**src/rtl/mdio_pkg.sv**
```systemverilog
package mdio_pkg;
  localparam int DIV_W = 7;

  typedef enum logic {
    MDIO_OP_READ  = 1'b0,
    MDIO_OP_WRITE = 1'b1
  } mdio_op_e;

  function automatic logic [DIV_W-1:0] div_for_code(input logic [3:0] code);
    logic [DIV_W-1:0] d;
    if (code[3]) begin
      d = DIV_W'(4) + DIV_W'({code[2:0], 1'b0});
    end else begin
      case (code[2:0])
        3'd1:    d = DIV_W'(62);
        3'd2:    d = DIV_W'(16);
        3'd3:    d = DIV_W'(26);
        3'd4:    d = DIV_W'(102);
        3'd5:    d = DIV_W'(124);
        default: d = DIV_W'(42); // 0 and reserved 6, 7
      endcase
    end
    return d;
  endfunction
endpackage

```
**src/rtl/mdio_clk_div.sv**
```systemverilog
module mdio_clk_div #(
  parameter int DIV_W = 7
) (
  input  logic             clk_i,
  input  logic             rst_ni,
  input  logic             run_i,
  input  logic [DIV_W-1:0] div_i,
  output logic             mdc_o,
  output logic             rise_o,
  output logic             fall_o
);
  logic [DIV_W-1:0] cnt_q;
  logic [DIV_W-1:0] half;

  assign half   = div_i >> 1;
  assign rise_o = run_i && (cnt_q == half - DIV_W'(1));
  assign fall_o = run_i && (cnt_q == div_i - DIV_W'(1));

  always_ff @(posedge clk_i or negedge rst_ni) begin
    if (!rst_ni) begin
      cnt_q <= '0;
      mdc_o <= 1'b0;
    end else if (!run_i) begin
      cnt_q <= '0;
      mdc_o <= 1'b0;
    end else begin
      cnt_q <= fall_o ? '0 : cnt_q + DIV_W'(1);
      if (rise_o)      mdc_o <= 1'b1;
      else if (fall_o) mdc_o <= 1'b0;
    end
  end

  a_r3_cnt_bound: assert property (@(posedge clk_i) disable iff (!rst_ni)
    run_i |-> cnt_q < div_i);
  a_r3_low_half: assert property (@(posedge clk_i) disable iff (!rst_ni)
    run_i && cnt_q < half |-> !mdc_o);
  a_r3_rise_high: assert property (@(posedge clk_i) disable iff (!rst_ni)
    rise_o |=> mdc_o);
endmodule

```
**src/rtl/mdio_frame_ctrl.sv**
```systemverilog
module mdio_frame_ctrl
  import mdio_pkg::*;
#(
  parameter int ADDR_W  = 5,
  parameter int DATA_W  = 16,
  parameter int PRE_LEN = 32,
  parameter int RANGE_W = 4
) (
  input  logic               clk_i,
  input  logic               rst_ni,
  input  logic               cmd_valid_i,
  input  logic               cmd_write_i,
  input  logic [ADDR_W-1:0]  cmd_phy_i,
  input  logic [ADDR_W-1:0]  cmd_reg_i,
  input  logic [DATA_W-1:0]  cmd_wdata_i,
  input  logic [RANGE_W-1:0] range_i,
  input  logic               rise_i,
  input  logic               fall_i,
  input  logic               mdio_i,
  output logic               busy_o,
  output logic [DIV_W-1:0]   div_o,
  output logic               mdio_o,
  output logic               mdio_oe_o,
  output logic [DATA_W-1:0]  rdata_o
);
  localparam int FRAME_LEN = PRE_LEN + 4 + 2 * ADDR_W + 2 + DATA_W;
  localparam int IDX_W     = $clog2(FRAME_LEN);
  localparam int REL_IDX   = PRE_LEN + 4 + 2 * ADDR_W;
  localparam int DATA_IDX  = REL_IDX + 2;

  logic                 busy_q;
  mdio_op_e             op_q;
  logic [DIV_W-1:0]     div_q;
  logic [IDX_W-1:0]     bit_q;
  logic [FRAME_LEN-1:0] sh_q;
  logic [DATA_W-1:0]    rdata_q;
  logic                 accept;
  logic [FRAME_LEN-1:0] frame_w;

  assign accept  = cmd_valid_i && !busy_q;
  assign frame_w = {{PRE_LEN{1'b1}}, 2'b01,
                    (cmd_write_i ? 2'b01 : 2'b10),
                    cmd_phy_i, cmd_reg_i, 2'b10, cmd_wdata_i};

  always_ff @(posedge clk_i or negedge rst_ni) begin
    if (!rst_ni) begin
      busy_q <= 1'b0;
      op_q   <= MDIO_OP_READ;
      div_q  <= div_for_code('0);
      bit_q  <= '0;
      sh_q   <= '1;
    end else if (accept) begin
      busy_q <= 1'b1;
      op_q   <= mdio_op_e'(cmd_write_i);
      div_q  <= div_for_code(4'(range_i));
      bit_q  <= '0;
      sh_q   <= frame_w;
    end else if (busy_q && fall_i) begin
      sh_q  <= {sh_q[FRAME_LEN-2:0], 1'b1};
      bit_q <= bit_q + IDX_W'(1);
      if (bit_q == IDX_W'(FRAME_LEN - 1)) busy_q <= 1'b0;
    end
  end

  // read capture on MDC rising edge, data phase only
  always_ff @(posedge clk_i or negedge rst_ni) begin
    if (!rst_ni) begin
      rdata_q <= '0;
    end else if (busy_q && op_q == MDIO_OP_READ && rise_i && bit_q >= IDX_W'(DATA_IDX)) begin
      rdata_q <= {rdata_q[DATA_W-2:0], mdio_i};
    end
  end

  assign busy_o    = busy_q;
  assign div_o     = div_q;
  assign rdata_o   = rdata_q;
  assign mdio_o    = busy_q ? sh_q[FRAME_LEN-1] : 1'b1;
  assign mdio_oe_o = busy_q && (op_q == MDIO_OP_WRITE || bit_q < IDX_W'(REL_IDX));

  a_r7_accept_busy: assert property (@(posedge clk_i) disable iff (!rst_ni)
    cmd_valid_i && !busy_q |=> busy_q);
  a_r8_cmd_hold: assert property (@(posedge clk_i) disable iff (!rst_ni)
    busy_q && $past(busy_q) |-> $stable(op_q) && $stable(div_q));
  a_r10_div_hold: assert property (@(posedge clk_i) disable iff (!rst_ni)
    busy_q && !$stable(range_i) |=> $stable(div_q) || !$past(busy_q));
  a_r6_rdata_idle: assert property (@(posedge clk_i) disable iff (!rst_ni)
    !busy_q |=> $stable(rdata_q));
endmodule

```
**src/rtl/mdio_master.sv**
```systemverilog
module mdio_master
  import mdio_pkg::*;
#(
  parameter int ADDR_W  = 5,
  parameter int DATA_W  = 16,
  parameter int PRE_LEN = 32,
  parameter int RANGE_W = 4
) (
  input  logic               clk_i,
  input  logic               rst_ni,
  input  logic [RANGE_W-1:0] range_i,
  input  logic               cmd_valid_i,
  input  logic               cmd_write_i,
  input  logic [ADDR_W-1:0]  cmd_phy_i,
  input  logic [ADDR_W-1:0]  cmd_reg_i,
  input  logic [DATA_W-1:0]  cmd_wdata_i,
  output logic               busy_o,
  output logic [DATA_W-1:0]  rdata_o,
  output logic               mdc_o,
  output logic               mdio_o,
  output logic               mdio_oe_o,
  input  logic               mdio_i
);
  logic [DIV_W-1:0] div;
  logic             rise;
  logic             fall;

  mdio_frame_ctrl #(
    .ADDR_W (ADDR_W),
    .DATA_W (DATA_W),
    .PRE_LEN(PRE_LEN),
    .RANGE_W(RANGE_W)
  ) u_ctrl (
    .clk_i      (clk_i),
    .rst_ni     (rst_ni),
    .cmd_valid_i(cmd_valid_i),
    .cmd_write_i(cmd_write_i),
    .cmd_phy_i  (cmd_phy_i),
    .cmd_reg_i  (cmd_reg_i),
    .cmd_wdata_i(cmd_wdata_i),
    .range_i    (range_i),
    .rise_i     (rise),
    .fall_i     (fall),
    .mdio_i     (mdio_i),
    .busy_o     (busy_o),
    .div_o      (div),
    .mdio_o     (mdio_o),
    .mdio_oe_o  (mdio_oe_o),
    .rdata_o    (rdata_o)
  );

  mdio_clk_div #(
    .DIV_W(DIV_W)
  ) u_div (
    .clk_i (clk_i),
    .rst_ni(rst_ni),
    .run_i (busy_o),
    .div_i (div),
    .mdc_o (mdc_o),
    .rise_o(rise),
    .fall_o(fall)
  );

  a_r9_idle_quiet: assert property (@(posedge clk_i) disable iff (!rst_ni)
    !busy_o |-> !mdc_o && !mdio_oe_o && mdio_o);
endmodule

```
**config.mk**
```make
export PLATFORM = sky130hd
export DESIGN_NAME = mdio_master
export DESIGN_NICKNAME = d
export VERILOG_FILES = /design/src/rtl/mdio_pkg.sv /design/src/rtl/mdio_clk_div.sv /design/src/rtl/mdio_frame_ctrl.sv /design/src/rtl/mdio_master.sv
export SDC_FILE = /design/constraint.sdc
export NUM_CORES = 1
export LEC_CHECK = 0
export ABC_AREA = 0
export BUFFER_PORTS_ARGS = -buffer_cell sky130_fd_sc_hd__buf_2
export CAP_MARGIN = 20
export CORE_MARGIN = 3
export CORE_UTILIZATION = 55
export DETAILED_ROUTE_END_ITERATION = 12
export PLACE_DENSITY = 0.76
export SLEW_MARGIN = 10
export SYNTH_ARGS = -nofsm -noshare
export SYNTH_HDL_FRONTEND = slang
export SYNTH_HIERARCHICAL = 1
export SYNTH_SLANG_ARGS = --single-unit
```
**constraint.sdc**
```tcl
create_clock -name clk_i -period 5.3 [get_ports clk_i]
set_input_delay 1.325 -clock clk_i [delete_from_list [all_inputs] [get_ports clk_i]]
set_output_delay 1.325 -clock clk_i [all_outputs]
set_load 0.03 [all_outputs]
```
; After elaboration in Yosys (flattened, before gate mapping)
; Index checks and enable logic that the tools add are counted.
[totals]
reg_bits = 103
elab_cells = 54
[op_classes]
add_sub_neg = 5
order_cmp = 2
eq_ne = 9
n_mux = 16
bitwise_logic = 1
reduce_logical = 13
[ops]
columns = op, count
row1 = two-way mux 64 bit, 2
row2 = one-hot mux 7 bit (5 select lines), 1
row3 = two-way mux 7 bit, 3
row4 = == test 7 bit, 2
row5 = two-way mux 6 bit, 2
row6 = logical AND 1 bit, 8
row7 = adder 7 x 1 -> 7 bit (second input constant), 1
row8 = two-way mux 1 bit, 7
row9 = subtractor 6 x 1 -> 7 bit (second input constant), 1
row10 = subtractor 7 x 1 -> 7 bit (second input constant), 1
row11 = adder 6 x 1 -> 6 bit (second input constant), 1
row12 = == test 3 x 2 -> 1 bit (second input constant), 2
row13 = == test 3 bit (second input constant), 2
row14 = == test 6 bit (second input constant), 1
row15 = >= comparator 6 bit (second input constant), 1
row16 = less-than comparator 6 bit (second input constant), 1
row17 = adder 3 x 4 -> 5 bit (first input constant), 1
row18 = nonzero test 2 bit, 2
row19 = == test 3 x 1 -> 1 bit (second input constant), 1
row20 = inequality test 3 x 1 -> 1 bit (second input constant), 1
row21 = two-way mux 2 bit, 1
row22 = AND reduction 2 bit, 1
row23 = zero test 1 bit, 1
row24 = logical OR 1 bit, 1
row25 = inverter 1 bit, 1

; Depth between registers and ports, before layout
; Gate-level depths: netlist of the first run.
[depth]
depth_word = 6
ltp_mapped = 13
ltp_nobuf = 10

; Hierarchy
; Netlist of the first run, hierarchy kept.
[modules_own_cells]
columns = module, n_inst, cells_per_inst, area_per_inst_um2, seq_area_each_um2
row1 = mdio_frame_ctrl, 1, 345, 3997.6, 2436.1
row2 = mdio_clk_div, 1, 87, 755.7, 200.2

; Worst setup path before layout of the first run
; Ideal clock, no wire load.
[synth_path]
kind = reg-to-reg
startpoint = register u_ctrl.div_q[1], in the netlist u_ctrl/div_o[1]
endpoint = register u_ctrl.rdata_q[10], in the netlist u_ctrl/rdata_o[10]
t_arrival_ps = 2543
path_slack_ps = 2632
path_stages_with_launch = 12
n_path_buf = 2
synth_period_minus_slack_ps = 2668
path_cell_list = dfstp_2 inv_1 ha_1 xnor2_1 nor2_1 nand4_1 nor4_1 nand3_2 or3_1 buf_6 buf_12 mux2_4
[synth_via]
elab_chain_len = 5
[synth_lines]
columns = element, line_no
row1 = start: declaration, mdio_frame_ctrl.sv:33  ; logic [DIV_W-1:0] div_q;
row2 = start signal: assignment, mdio_frame_ctrl.sv:49  ; div_q <= div_for_code('0);
row3 = start signal: assignment, mdio_frame_ctrl.sv:55  ; div_q <= div_for_code(4'(range_i));
row4 = subtractor 6 x 1 -> 7 bit, mdio_clk_div.sv:16  ; assign rise_o = run_i && (cnt_q == half - DIV_W'(1));
row5 = == test 7 bit, mdio_clk_div.sv:16
row6 = logical AND 1 bit, mdio_clk_div.sv:16
row7 = named net rise, mdio_master.sv:25  ; logic rise;
row8 = logical AND 1 bit (2 in series), mdio_frame_ctrl.sv:69  ; end else if (busy_q && op_q == MDIO_OP_READ && rise_i && bit_q >= IDX_W'(DATA_IDX)) begin
row9 = end signal: assignment, mdio_frame_ctrl.sv:70  ; rdata_q <= {rdata_q[DATA_W-2:0], mdio_i};
row10 = end: declaration, mdio_frame_ctrl.sv:36  ; logic [DATA_W-1:0] rdata_q;
; The timed path passes the listed nets, and every way through them passes these cells.
; A chain may end at the register's enable or synchronous reset.

; Final worst setup path of the first run
[layout_path]
startpoint = register u_ctrl.div_q[1], in the netlist u_ctrl/div_o[1]
endpoint = register u_ctrl.bit_q[3]
[layout_via]
elab_chain_len = 5
[layout_lines]
columns = element, line_no
row1 = subtractor 7 x 1 -> 7 bit, mdio_clk_div.sv:17  ; assign fall_o = run_i && (cnt_q == div_i - DIV_W'(1));
row2 = == test 7 bit, mdio_clk_div.sv:17
row3 = logical AND 1 bit, mdio_clk_div.sv:17
row4 = named net fall, mdio_master.sv:26  ; logic fall;
row5 = logical AND 1 bit, mdio_frame_ctrl.sv:58  ; end else if (busy_q && fall_i) begin
row6 = nonzero test 2 bit (no line), --
row7 = end signal: assignment, mdio_frame_ctrl.sv:60  ; bit_q <= bit_q + IDX_W'(1);
row8 = end: declaration, mdio_frame_ctrl.sv:34  ; logic [IDX_W-1:0] bit_q;
; The timed path passes the listed nets, and every way through them passes these cells.

==> metrics.txt, run 1 <==
# TYPE chip_impl_metric gauge
chip_impl_metric{name="detailed_place.area",unit="mm2"} 0.00504
chip_impl_metric{name="num_rows",unit=""} 33
chip_impl_info{name="worst_setup_end_kind",value="register"} 1
chip_impl_info{name="root_buffer",value="clkbuf_8"} 1
chip_impl_metric{name="tritoncts.num_buffers",unit=""} 9
chip_impl_metric{name="worstHoldPathCells",unit=""} 2
chip_impl_metric{name="hold_ws",unit="ns"} 0.463
chip_impl_metric{name="synth_sequential_area_ratio",unit="%"} 55.5
chip_impl_metric{name="routed_wirelength",unit="um"} 8750
chip_impl_metric{name="finalCritPeriodShare",unit="%"} 60.4
chip_impl_metric{name="worst_ir_drop_vdd",unit="mV"} 0.290
chip_impl_info{name="outcome",value="completed"} 1
chip_impl_metric{name="final_design_area_no_fill",unit="mm2"} 0.00526
chip_impl_metric{name="wire_length_of_the_first_global_routing_pass",unit="um"} 14700
chip_impl_metric{name="final.fill_count",unit=""} 670
chip_impl_metric{name="r2r_setup_slk",unit="ns"} 2.10
chip_impl_metric{name="worst-path-max-fanout",unit=""} 47
chip_impl_metric{name="design.core.area",unit="mm2"} 0.00830
chip_impl_metric{name="fmaxAchievable",unit="GHz"} 0.313
chip_impl_metric{name="synthCells",unit=""} 432
chip_impl_metric{name="yosysUniqueCellTypes",unit=""} 55
chip_impl_metric{name="drv.max_cap_violation_count",unit=""} 0
chip_impl_info{name="hold_path_end",value="u_ctrl/sh_q[15]"} 1
chip_impl_info{name="timing.rr.end",value="u_ctrl/bit_q[3]"} 1
chip_impl_metric{name="globalRoute.totalOverflow",unit=""} 0
chip_impl_info{name="cts_tree",value="yes"} 1
chip_impl_metric{name="synth-async-reset-ratio",unit="%"} 100
chip_impl_metric{name="grt_antenna_before_repair",unit=""} 1
chip_impl_metric{name="finalSetupViolations",unit=""} 0
chip_impl_metric{name="viasPerCell",unit=""} 5.55
chip_impl_info{name="rr_startpoint",value="u_ctrl/div_o[1]"} 1
chip_impl_metric{name="drt_iter0_drc",unit=""} 230
chip_impl_metric{name="instances_no_fill",unit=""} 585
chip_impl_metric{name="gr-usage-all-layers",unit="%"} 18.5
chip_impl_metric{name="holdBufCountCts",unit=""} 0
chip_impl_info{name="grt_setup_unrepaired",value="no"} 1
chip_impl_metric{name="cellPowerDensity",unit="mW/mm2"} 472
chip_impl_metric{name="ys_seq_elements",unit=""} 102
chip_impl_metric{name="cts_max_level",unit=""} 3
chip_impl_metric{name="post_route_cells_drive_above_1_share",unit="%"} 35.2
chip_impl_metric{name="routed-via-count",unit=""} 3246
chip_impl_metric{name="worstMarginPinSlew",unit="ns"} 0.894
chip_impl_metric{name="crit_arrival",unit="ns"} 3.47
chip_impl_metric{name="flow.area_growth_from_synthesis",unit="%"} 10.7
chip_impl_info{name="ys_dominant_reg_cell",value="dfstp_2"} 1
chip_impl_metric{name="route.antenna.remaining_nets",unit=""} 0
chip_impl_metric{name="antenna_cells_inserted",unit=""} 0
chip_impl_metric{name="chipHeight",unit="um"} 99.0
chip_impl_metric{name="first_global_vias",unit=""} 3128
chip_impl_metric{name="final_hold_viol_count",unit=""} 0
chip_impl_metric{name="timing_max_transition_violations_final",unit=""} 0
chip_impl_metric{name="fin_crit_period",unit="ns"} 3.20
chip_impl_metric{name="drcViolationCount",unit=""} 0
chip_impl_metric{name="buffer_levels_on_the_longest_clock_path",unit=""} 2
chip_impl_info{name="crit_type",value="register to register"} 1
chip_impl_metric{name="die-width",unit="um"} 99.0
chip_impl_info{name="worst_hold_path_type",value="register to register"} 1
chip_impl_metric{name="post_cts_resize_count",unit=""} 0
chip_impl_metric{name="syn_nets",unit=""} 476
chip_impl_metric{name="dieArea",unit="mm2"} 0.00979
chip_impl_metric{name="grt_start_max_net_pins",unit=""} 55
chip_impl_info{name="cp-start-kind",value="register"} 1
chip_impl_metric{name="post_synth.cell_area_avg",unit="um2"} 11.0
chip_impl_metric{name="gp_routability_congestion",unit=""} 0.826
chip_impl_metric{name="post_synth_edffs",unit=""} 0
chip_impl_metric{name="post_cts_repair_setup_buffers",unit=""} 0
chip_impl_metric{name="yosys_warnings",unit=""} 6
chip_impl_metric{name="clkSlewWorstSetupHoldPaths",unit="ns"} 0.10
chip_impl_metric{name="clock-sinks",unit=""} 102
chip_impl_metric{name="num-nets-final",unit=""} 519
chip_impl_metric{name="worst_skew_pair.late_latency",unit="ns"} 0.36
chip_impl_metric{name="dp_cells",unit=""} 568
chip_impl_metric{name="max_slew_margin",unit="%"} 40.4
chip_impl_metric{name="rr_worst_depth",unit=""} 9
chip_impl_metric{name="io-pin-count",unit=""} 55
chip_impl_metric{name="initial_core_util",unit="%"} 57.3
chip_impl_metric{name="critPathRequiredTime",unit="ns"} 5.57
chip_impl_metric{name="dp_hpwl",unit="um"} 5700
chip_impl_metric{name="power.leakage",unit="nW"} 2.46
chip_impl_metric{name="drt_pass1_iterations",unit=""} 4
chip_impl_metric{name="total_negative_setup_slacks",unit="ns"} 0
chip_impl_metric{name="syn_area",unit="mm2"} 0.00475
chip_impl_metric{name="wl_per_cell",unit="um"} 15.0
chip_impl_info{name="min-delay-start",value="u_ctrl/sh_q[15]"} 1
chip_impl_metric{name="io_buffer_count",unit=""} 54
chip_impl_metric{name="final.setup_skew",unit="ns"} 0.00929
-- state kept, by name, indices dropped and copies added (netlist names) --
register and flops:
u_ctrl/div_o 6, u_div/cnt_q 7, u_div/mdc_o 1, u_ctrl/bit_q 6, u_ctrl/busy_o 1, u_ctrl/op_q 1
u_ctrl/sh_q 64, u_ctrl/rdata_o 16
-- logic make-up (layout without fill, tap and decap cells) --
kind of cell / Yosys count / count (layout) / synth area share (%)
xor+xnor: 22 / 22 / 4.21
buf+inv: 36 / 84 / 3.87
compound gates: 80 / 80 / 13.2
mux: 22 / 22 / 5.90
simple gates: 160 / 160 / 14.9
fa+ha+maj: 9 / 9 / 2.37
flops: 102 / 102 / 55.5
other cells: 1 / 1 / 0.0789
-- cell usage in the layout (no fill, tap or decap), types with 7 or more instances in the layout --
| master | n |
|---|---|
| a21oi_1 | 7 |
| o22a_1 | 21 |
| nor2_1 | 20 |
| ha_1 | 9 |
| nand2_1 | 94 |
| clkbuf_8 | 9 |
| dfstp_2 | 67 |
| buf_2 | 53 |
| xor2_1 | 9 |
| mux2_4 | 10 |
| nand3_1 | 19 |
| dfrtp_1 | 35 |
| xnor2_1 | 12 |
| inv_1 | 9 |
| o21ai_0 | 7 |
| mux2_2 | 8 |
| a22oi_1 | 23 |
-- worst max-delay path, cell delays in order, from the launching register on --
cell and delay (ns):
dfstp_2 0.57, inv_1 0.09, ha_1 0.22, nor2b_1 0.16, o311a_1 0.38, nor4_1 0.26, and2_1 0.26, and2_2 0.77
nand4_1 0.20, mux2i_1 0.21
-- per-layer routing --
layer  vias to the layer above  part of all wire (%)  track usage [%]
met5                         -                  0.13                0
met2                        82                    46             28.0
met3                         9                   6.0             5.66
met4                         2                   1.1             5.15
li1                       1583                     -                -
met1                      1570                    46             25.9
-- cell type report --
type                            count  area, um2  share of cell area, %
Sequential cell                   102       2640                   50.1
Clock buffer                        9        124                   2.35
Timing Repair Buffer               59        330                   6.28
Multi-Input combinational cell    294       1940                   36.9
Clock inverter                      7       66.3                   1.26
Tap cell                          105        131                   2.50
Inverter                            9       33.8                  0.642
-- power by group --
part | internal [W] | switching [W] | total (W)
registers | 0.00119 | 0.000190 | 0.00138
clock network | 0.000182 | 0.000283 | 0.000465
logic | 0.000290 | 0.000347 | 0.000637
total | 0.00166 | 0.000820 | 0.00248
-- how the worst max path moves through the flow --
stage | end | start
finish | u_ctrl/bit_q[3] | u_ctrl/div_o[1]
global route | u_ctrl/bit_q[3] | u_ctrl/div_o[1]
CTS | u_ctrl/bit_q[3] | u_ctrl/div_o[1]
detailed placement | u_ctrl/sh_q[29] | u_ctrl/div_o[1]
global placement | u_ctrl/sh_q[29] | u_ctrl/div_o[1]
floorplan | u_ctrl/rdata_o[10] | u_ctrl/div_o[1]
-- through the flow --
stage / power (W) / setup slack [ns] / utilization (%)
final: 0.00248 / 2.10 / 63.4
after global routing: 0.00266 / 1.80 / 63.4
after CTS: 0.00251 / 2.09 / 63.1
after detailed placement: 0.00203 / 2.15 / 60.8
after global placement: 0.00199 / 2.22 / 60.8
after floorplan: 0.00186 / 2.63 / -
-- synth_stat cells (all sizes together), types with 12 or more instances --
cell / n / area [um2]
a22oi: 23 / 173
buf: 12 / 92.6
clkbuf: 15 / 57.6
dfrtp: 35 / 876
dfstp: 67 / 1760
mux2: 18 / 240
nand2: 94 / 353
nand3: 20 / 105
nor2: 20 / 75.1
o22a: 21 / 184
xnor2: 13 / 121
No activity file was read; power rests on OpenSTA's default activity.
==> run 2: changes to the inputs <==
ABC_AREA = 1   (was 0)
PLACE_DENSITY = 0.75   (was 0.76)
clock period = 3.19 ns   (was 5.3 ns; I/O delays follow)
==> metrics.txt, run 2 <==
# TYPE chip_impl_metric gauge
chip_impl_metric{name="syn_nets",unit=""} 628
chip_impl_info{name="cts_tree",value="yes"} 1
chip_impl_info{name="max_flop_register",value="u_ctrl/sh_q"} 1
chip_impl_info{name="worst_setup_end_kind",value="register"} 1
chip_impl_info{name="netlist_top_cells_area",value="dfstp_2, dfrtp_1, nand2_1"} 1
chip_impl_metric{name="drv.max_cap_violation_count",unit=""} 0
chip_impl_metric{name="holdBufCountCts",unit=""} 0
chip_impl_metric{name="gr-usage-all-layers",unit="%"} 20.0
chip_impl_metric{name="critPathRequiredTime",unit="ns"} 3.48
chip_impl_info{name="crit_type",value="register to register"} 1
chip_impl_metric{name="antenna_cells_inserted",unit=""} 0
chip_impl_metric{name="r2r_setup_slk",unit="ns"} 0.73
chip_impl_metric{name="synthCells",unit=""} 584
chip_impl_metric{name="post_synth.cell_area_avg",unit="um2"} 8.81
chip_impl_info{name="rr_startpoint",value="u_ctrl/div_o[1]"} 1
chip_impl_metric{name="synth-async-reset-ratio",unit="%"} 100
chip_impl_metric{name="cp_slowest_stage_delay",unit="ns"} 0.55
chip_impl_metric{name="clkSlewWorstSetupHoldPaths",unit="ns"} 0.11
chip_impl_metric{name="flow.area_growth_from_synthesis",unit="%"} 10.4
chip_impl_info{name="root_buffer",value="clkbuf_8"} 1
chip_impl_metric{name="drt_pass1_iterations",unit=""} 4
chip_impl_metric{name="cellPowerDensity",unit="mW/mm2"} 726
chip_impl_metric{name="clock-sinks",unit=""} 102
chip_impl_metric{name="post_cts_resize_count",unit=""} 0
chip_impl_metric{name="finalSetupViolations",unit=""} 0
chip_impl_metric{name="num_rows",unit=""} 34
chip_impl_info{name="netlist.top_cell.by_area",value="dfstp_2"} 1
chip_impl_info{name="critical-path-top-cell-by-count",value="nand2_1"} 1
chip_impl_metric{name="grt_antenna_before_repair",unit=""} 0
chip_impl_info{name="cp-start-kind",value="register"} 1
chip_impl_metric{name="tritoncts.num_buffers",unit=""} 9
chip_impl_info{name="critical-path-slowest-cell",value="dfstp_2"} 1
chip_impl_metric{name="grt_start_max_net_pins",unit=""} 49
chip_impl_metric{name="wire_length_of_the_first_global_routing_pass",unit="um"} 16900
chip_impl_metric{name="power.leakage",unit="nW"} 2.84
chip_impl_metric{name="first_global_vias",unit=""} 3687
chip_impl_metric{name="finalCritPeriodShare",unit="%"} 77.2
chip_impl_metric{name="fmaxAchievable",unit="GHz"} 0.406
chip_impl_metric{name="viasPerCell",unit=""} 5.14
chip_impl_metric{name="initial_core_util",unit="%"} 57.9
chip_impl_metric{name="syn_area",unit="mm2"} 0.00515
chip_impl_metric{name="worstMarginPinSlew",unit="ns"} 0.595
chip_impl_metric{name="synth_sequential_area_ratio",unit="%"} 51.2
chip_impl_metric{name="largest_register_ffs",unit=""} 64
chip_impl_info{name="most_common_cell_after_layout_fill_and_taps_aside",value="nand2_1"} 1
chip_impl_metric{name="yosys_warnings",unit=""} 6
chip_impl_metric{name="final_hold_viol_count",unit=""} 0
chip_impl_metric{name="design.core.area",unit="mm2"} 0.00889
chip_impl_metric{name="dp_hpwl",unit="um"} 7000
chip_impl_metric{name="routed-via-count",unit=""} 3847
chip_impl_metric{name="io_buffer_count",unit=""} 54
chip_impl_metric{name="drcViolationCount",unit=""} 0
chip_impl_metric{name="chipHeight",unit="um"} 103
chip_impl_metric{name="max_slew_margin",unit="%"} 60.4
chip_impl_info{name="synth_top_cells_by_count",value="nand2_1, inv_1, dfstp_2"} 1
chip_impl_metric{name="wl_per_cell",unit="um"} 13.4
chip_impl_metric{name="total_negative_setup_slacks",unit="ns"} 0
chip_impl_metric{name="post_cts_repair_setup_buffers",unit=""} 0
chip_impl_metric{name="post_synth_edffs",unit=""} 0
chip_impl_info{name="timing.rr.end",value="u_ctrl/sh_q[28]"} 1
chip_impl_metric{name="post_route_cells_drive_above_1_share",unit="%"} 29.2
chip_impl_metric{name="final_util",unit="%"} 63.9
chip_impl_info{name="outcome",value="completed"} 1
chip_impl_metric{name="worst-path-max-fanout",unit=""} 21
chip_impl_metric{name="io-pin-count",unit=""} 55
chip_impl_info{name="critical_path.cell_chain",value="inv_1 -> ha_1 -> inv_1 -> nand2_1 -> nand2_1 -> nand2_1 -> nand2_1 -> nand2_1 -> nor2_1 -> nand2_2 -> inv_1 -> nand2_4 -> clkinv_2 -> buf_4 -> nand3_1 -> o211ai_2"} 1
chip_impl_metric{name="gp_routability_congestion",unit=""} 0.956
chip_impl_metric{name="ys_seq_elements",unit=""} 102
chip_impl_metric{name="globalRoute.totalOverflow",unit=""} 0
chip_impl_metric{name="synth_top_area_share",unit="%"} 34.2
chip_impl_info{name="grt_setup_unrepaired",value="no"} 1
chip_impl_info{name="ys_dominant_reg_cell",value="dfstp_2"} 1
chip_impl_metric{name="route.antenna.remaining_nets",unit=""} 0
chip_impl_metric{name="yosysUniqueCellTypes",unit=""} 36
chip_impl_info{name="worst_hold_path_type",value="input port to async pin"} 1
chip_impl_metric{name="die-width",unit="um"} 103
chip_impl_metric{name="drt_iter0_drc",unit=""} 142
chip_impl_info{name="layout_common_cells",value="nand2_1, inv_1, dfstp_2"} 1
chip_impl_metric{name="num-nets-final",unit=""} 679
chip_impl_metric{name="fin_crit_period",unit="ns"} 2.46
chip_impl_metric{name="buffer_levels_on_the_longest_clock_path",unit=""} 2
chip_impl_metric{name="dieArea",unit="mm2"} 0.0106
chip_impl_metric{name="routed_wirelength",unit="um"} 10000
chip_impl_metric{name="worst_skew_pair.late_latency",unit="ns"} 0.36
chip_impl_metric{name="timing_max_transition_violations_final",unit=""} 0
chip_impl_metric{name="worst_ir_drop_vdd",unit="mV"} 0.465
chip_impl_metric{name="rr_worst_depth",unit=""} 16
chip_impl_info{name="yosysMostFrequentCell",value="nand2_1"} 1
chip_impl_metric{name="final.setup_skew",unit="ns"} 0.0182
chip_impl_metric{name="crit_arrival",unit="ns"} 2.76
chip_impl_metric{name="cts_max_level",unit=""} 3
==> run 2: cell types whose count changed after synthesis, sizes merged, moves of 6 or more <==
cell	delta
a22o	-6
xnor2	-7
o21ai	+22
o211ai	+25
inv	+85
o22a	-21
clkbuf	-11
mux2	-18
nand3	+11
nor2	+13
nand2	+94
buf	+6
==> run 2: kinds of logic (layout without fill, tap and decap cells) <==
group           Yosys count  in the layout  synth area share (%)
flops                   102            102                  51.2
other cells               1              1                0.0729
fa+ha+maj                 9              9                  2.19
buf+inv                 117            173                  10.4
xor+xnor                 10             10                  1.70
simple gates            259            259                  21.0
compound gates           86             86                  13.4
==> run 2: cell type report <==
type	count	area, um2
Multi-Input combinational cell	365	1970
Clock inverter	7	100
Sequential cell	102	2640
Tap cell	108	135
Fill cell	756	3210
Inverter	95	365
Clock buffer	9	124
Timing Repair Buffer	62	345
==> run 2: where the power goes <==
part / internal, W / switching (W) / leakage, nW
Combinational: 0.000466 / 0.000722 / 1.56
Sequential: 0.00183 / 0.000226 / 1.17
Clock: 0.000389 / 0.000490 / 0.112
Total: 0.00269 / 0.00144 / 2.84
==> run 2: worst max path at each step <==
stage                          from               to  slack (ns)  cells after the start
floorplan             u_ctrl/busy_o        mdio_oe_o        1.07                      2
global placement    u_ctrl/div_o[1]  u_ctrl/sh_q[28]        0.80                     16
detailed placement  u_ctrl/div_o[1]  u_ctrl/sh_q[28]        0.76                     16
CTS                 u_ctrl/div_o[1]  u_ctrl/sh_q[28]        0.73                     16
global route        u_ctrl/div_o[1]  u_ctrl/sh_q[28]        0.52                     16
finish              u_ctrl/div_o[1]  u_ctrl/sh_q[28]        0.73                     16
==> run 2: through the flow <==
step | worst slack, ns | cells | instance area (um2) | power [W] | hold WS, ns
final | 0.727 | 748 | 5680 | 0.00412 | 0.412
after global routing | 0.522 | 748 | 5680 | 0.00440 | 0.442
after CTS | 0.730 | 748 | 5680 | 0.00416 | 0.435
after detailed placement | 0.755 | 732 | 5460 | 0.00326 | 0.473
after global placement | 0.795 | 732 | 5460 | 0.00322 | 0.466
after floorplan | 1.07 | 584 | 5150 | 0.00298 | 0.455
==> run 2: worst max-delay path, delay by kind of cell, from the launching register on <==
| family | cells | cell delay (ns) |
|---|---|---|
| DFF | 1 | 0.55 |
| buffers and inverters | 5 | 0.77 |
| adders and majority gates | 1 | 0.25 |
| AOI/OAI and AO/OA | 1 | 0.08 |
| and+or+nand+nor | 9 | 0.76 |
==> run 2: routing by layer <==
metal	GRT usage [%]	up-vias	part of all wire, %
met1	26.2	1858	47
met4	4.38	0	1.0
met2	34.3	43	50
met3	4.33	10	2.6
met5	0	-	0
li1	-	1936	-
==> run 3: changes to the inputs <==
clock period = 2.3 ns   (was 3.19 ns; I/O delays follow)
==> metrics.txt, run 3 (synthesized netlist as in run 2, its figures left out) <==
# TYPE chip_impl_metric gauge
chip_impl_metric{name="cts_max_level",unit=""} 3
chip_impl_metric{name="post_route_cells_drive_above_1_share",unit="%"} 31.0
chip_impl_metric{name="wire_length_of_the_first_global_routing_pass",unit="um"} 16700
chip_impl_info{name="most_common_cell_after_layout_fill_and_taps_aside",value="nand2_1"} 1
chip_impl_info{name="crit_type",value="register to register"} 1
chip_impl_info{name="max_flop_register",value="u_ctrl/sh_q"} 1
chip_impl_metric{name="worst_skew_pair.late_latency",unit="ns"} 0.36
chip_impl_metric{name="holdBufCountCts",unit=""} 0
chip_impl_metric{name="critPathRequiredTime",unit="ns"} 2.59
chip_impl_metric{name="routed-via-count",unit=""} 3885
chip_impl_info{name="critical-path-top-cell-by-count",value="nor2_1"} 1
chip_impl_metric{name="io-pin-count",unit=""} 55
chip_impl_metric{name="detailed_place.area",unit="mm2"} 0.00551
chip_impl_metric{name="grt_antenna_before_repair",unit=""} 0
chip_impl_metric{name="final_design_area_no_fill",unit="mm2"} 0.00579
chip_impl_metric{name="clkSlewWorstSetupHoldPaths",unit="ns"} 0.11
chip_impl_metric{name="tritoncts.num_buffers",unit=""} 9
chip_impl_metric{name="finalCritPeriodShare",unit="%"} 96.5
chip_impl_metric{name="chipHeight",unit="um"} 103
chip_impl_metric{name="worst_ir_drop_vdd",unit="mV"} 0.556
chip_impl_metric{name="viasPerCell",unit=""} 5.12
chip_impl_info{name="worst_hold_path_type",value="input port to async pin"} 1
chip_impl_info{name="root_buffer",value="clkbuf_8"} 1
chip_impl_metric{name="design.core.area",unit="mm2"} 0.00889
chip_impl_metric{name="drv.max_cap_violation_count",unit=""} 0
chip_impl_metric{name="buffer_levels_on_the_longest_clock_path",unit=""} 2
chip_impl_metric{name="worst-path-max-fanout",unit=""} 10
chip_impl_metric{name="clock-sinks",unit=""} 102
chip_impl_metric{name="initial_core_util",unit="%"} 57.9
chip_impl_metric{name="route.antenna.remaining_nets",unit=""} 0
chip_impl_metric{name="power.leakage",unit="nW"} 2.90
chip_impl_metric{name="first_global_vias",unit=""} 3724
chip_impl_metric{name="final_hold_viol_count",unit=""} 0
chip_impl_metric{name="num-nets-final",unit=""} 690
chip_impl_metric{name="rr_worst_depth",unit=""} 13
chip_impl_metric{name="wl_per_cell",unit="um"} 12.9
chip_impl_metric{name="drt_iter0_drc",unit=""} 253
chip_impl_metric{name="cp_slowest_stage_delay",unit="ns"} 0.56
chip_impl_info{name="timing.rr.end",value="u_ctrl/sh_q[27]"} 1
chip_impl_metric{name="largest_register_ffs",unit=""} 64
chip_impl_metric{name="final_util",unit="%"} 65.1
chip_impl_metric{name="gp_routability_congestion",unit=""} 0.870
chip_impl_metric{name="r2r_setup_slk",unit="ns"} 0.08
chip_impl_metric{name="fmaxAchievable",unit="GHz"} 0.450
chip_impl_metric{name="dieArea",unit="mm2"} 0.0106
chip_impl_info{name="outcome",value="completed"} 1
chip_impl_metric{name="grt_start_max_net_pins",unit=""} 44
chip_impl_metric{name="drcViolationCount",unit=""} 0
chip_impl_metric{name="timing_max_transition_violations_final",unit=""} 0
chip_impl_metric{name="gr-usage-all-layers",unit="%"} 19.9
chip_impl_info{name="worst_setup_end_kind",value="register"} 1
chip_impl_metric{name="critical_path_depth",unit=""} 13
chip_impl_metric{name="num_rows",unit=""} 34
chip_impl_metric{name="cellPowerDensity",unit="mW/mm2"} 970
chip_impl_info{name="cp-start-kind",value="register"} 1
chip_impl_metric{name="finalSetupViolations",unit=""} 0
chip_impl_metric{name="hold_ws",unit="ns"} 0.0880
chip_impl_info{name="grt_setup_unrepaired",value="yes"} 1
chip_impl_info{name="critical-path-slowest-cell",value="dfstp_2"} 1
chip_impl_metric{name="antenna_cells_inserted",unit=""} 0
chip_impl_info{name="timing.critical_path.max_delay_family",value="simple AND/OR/NAND/NOR gates"} 1
chip_impl_info{name="rr_startpoint",value="u_ctrl/div_o[1]"} 1
chip_impl_metric{name="io_buffer_count",unit=""} 54
chip_impl_info{name="critical_path.cell_chain",value="inv_2 -> ha_2 -> xnor2_1 -> nor2_1 -> nand2_1 -> nor2_1 -> nand2_2 -> inv_1 -> nand2_4 -> nand2_8 -> buf_6 -> o22ai_1 -> nor2_1"} 1
chip_impl_metric{name="drt_pass1_iterations",unit=""} 5
chip_impl_metric{name="cp.buffers_inverters",unit=""} 3
chip_impl_info{name="layout_common_cells",value="nand2_1, inv_1, dfstp_2"} 1
chip_impl_metric{name="final.setup_skew",unit="ns"} 0.0123
chip_impl_metric{name="fin_crit_period",unit="ns"} 2.22
chip_impl_metric{name="globalRoute.totalOverflow",unit=""} 0
chip_impl_info{name="worst_setup_startpoint",value="u_ctrl/div_o[1]"} 1
chip_impl_info{name="cts_tree",value="yes"} 1
chip_impl_metric{name="routed_wirelength",unit="um"} 9820
chip_impl_metric{name="flow.area_growth_from_synthesis",unit="%"} 12.5
chip_impl_metric{name="die-width",unit="um"} 103
chip_impl_metric{name="crit_arrival",unit="ns"} 2.51
chip_impl_metric{name="dp_hpwl",unit="um"} 6870
chip_impl_info{name="timing.critical_path.to",value="u_ctrl/sh_q[27]"} 1
-- run 3: cell types whose count changed in the layout (fill, tap and decap cells not counted), sizes merged --
cell    delta
bufinv     -1
clkinv     -1
inv        +2
buf       +11
-- run 3: worst min-delay path by stage --
stage | start | to | slack, ns | cells past startpoint
6_report | rst_ni | u_ctrl/rdata_o[6] | 0.09 | 1
5_1_grt | rst_ni | u_ctrl/rdata_o[5] | 0.08 | 1
4_1_cts | rst_ni | u_ctrl/rdata_o[6] | 0.08 | 1
3_5_place_dp | rst_ni | u_ctrl/rdata_o[6] | 0.48 | 1
3_3_place_gp | u_ctrl/rdata_o[15] | u_ctrl/rdata_o[15] | 0.46 | 2
2_1_floorplan | rst_ni | u_ctrl/bit_q[0] | 0.28 | 0
-- run 3: layout make-up --
| cell class | instances | area (um2) |
|---|---|---|
| Clock buffer | 9 | 124 |
| Clock inverter | 7 | 65.1 |
| Fill cell | 712 | 3100 |
| Inverter | 95 | 377 |
| Multi-Input combinational cell | 365 | 1980 |
| Sequential cell | 102 | 2640 |
| Tap cell | 108 | 135 |
| Timing Repair Buffer | 73 | 472 |
-- run 3: per-stage QoR --
stage	power, W	std cells	setup WS [ns]	setup TNS [ns]
2_1_floorplan	0.00413	584	0.263	0
3_3_place_gp	0.00445	738	0.121	0
3_5_place_dp	0.00452	738	0.0305	0
4_1_cts	0.00561	754	-0.000666	-0.000666
5_1_grt	0.00607	759	-0.0483	-0.269
6_report	0.00562	759	0.0796	0
-- run 3: what timing repair did --
| item | 4_1_cts | 5_1_grt |
|---|---|---|
| endpoints found under the setup margin | 2 | 85 |
| resized for setup | 1 | 20 |
| buffers inserted | 0 | 5 |
| pin swaps | 0 | 2 |
-- run 3: power by group --
| part | leakage [nW] | internal [W] | switching (W) |
|---|---|---|---|
| logic | 1.63 | 0.000691 | 0.00101 |
| clock network | 0.0978 | 0.000419 | 0.000650 |
| registers | 1.17 | 0.00254 | 0.000305 |
-- run 3: metal layers --
layer	track usage, %	wire, um	vias to the layer above
li1	-	-	1960
met1	27.3	4610	1838
met2	32.5	4730	72
met3	2.91	329	15
met4	7.07	151	0
met5	0	0	-
-- run 3: worst register-to-register path, stage by stage (launching register included) --
cell	delay (ns)
dfstp_2	0.56
inv_2	0.06
ha_2	0.32
xnor2_1	0.09
nor2_1	0.13
nand2_1	0.07
nor2_1	0.12
nand2_2	0.06
inv_1	0.09
nand2_4	0.13
nand2_8	0.17
buf_6	0.18
o22ai_1	0.08
nor2_1	0.09
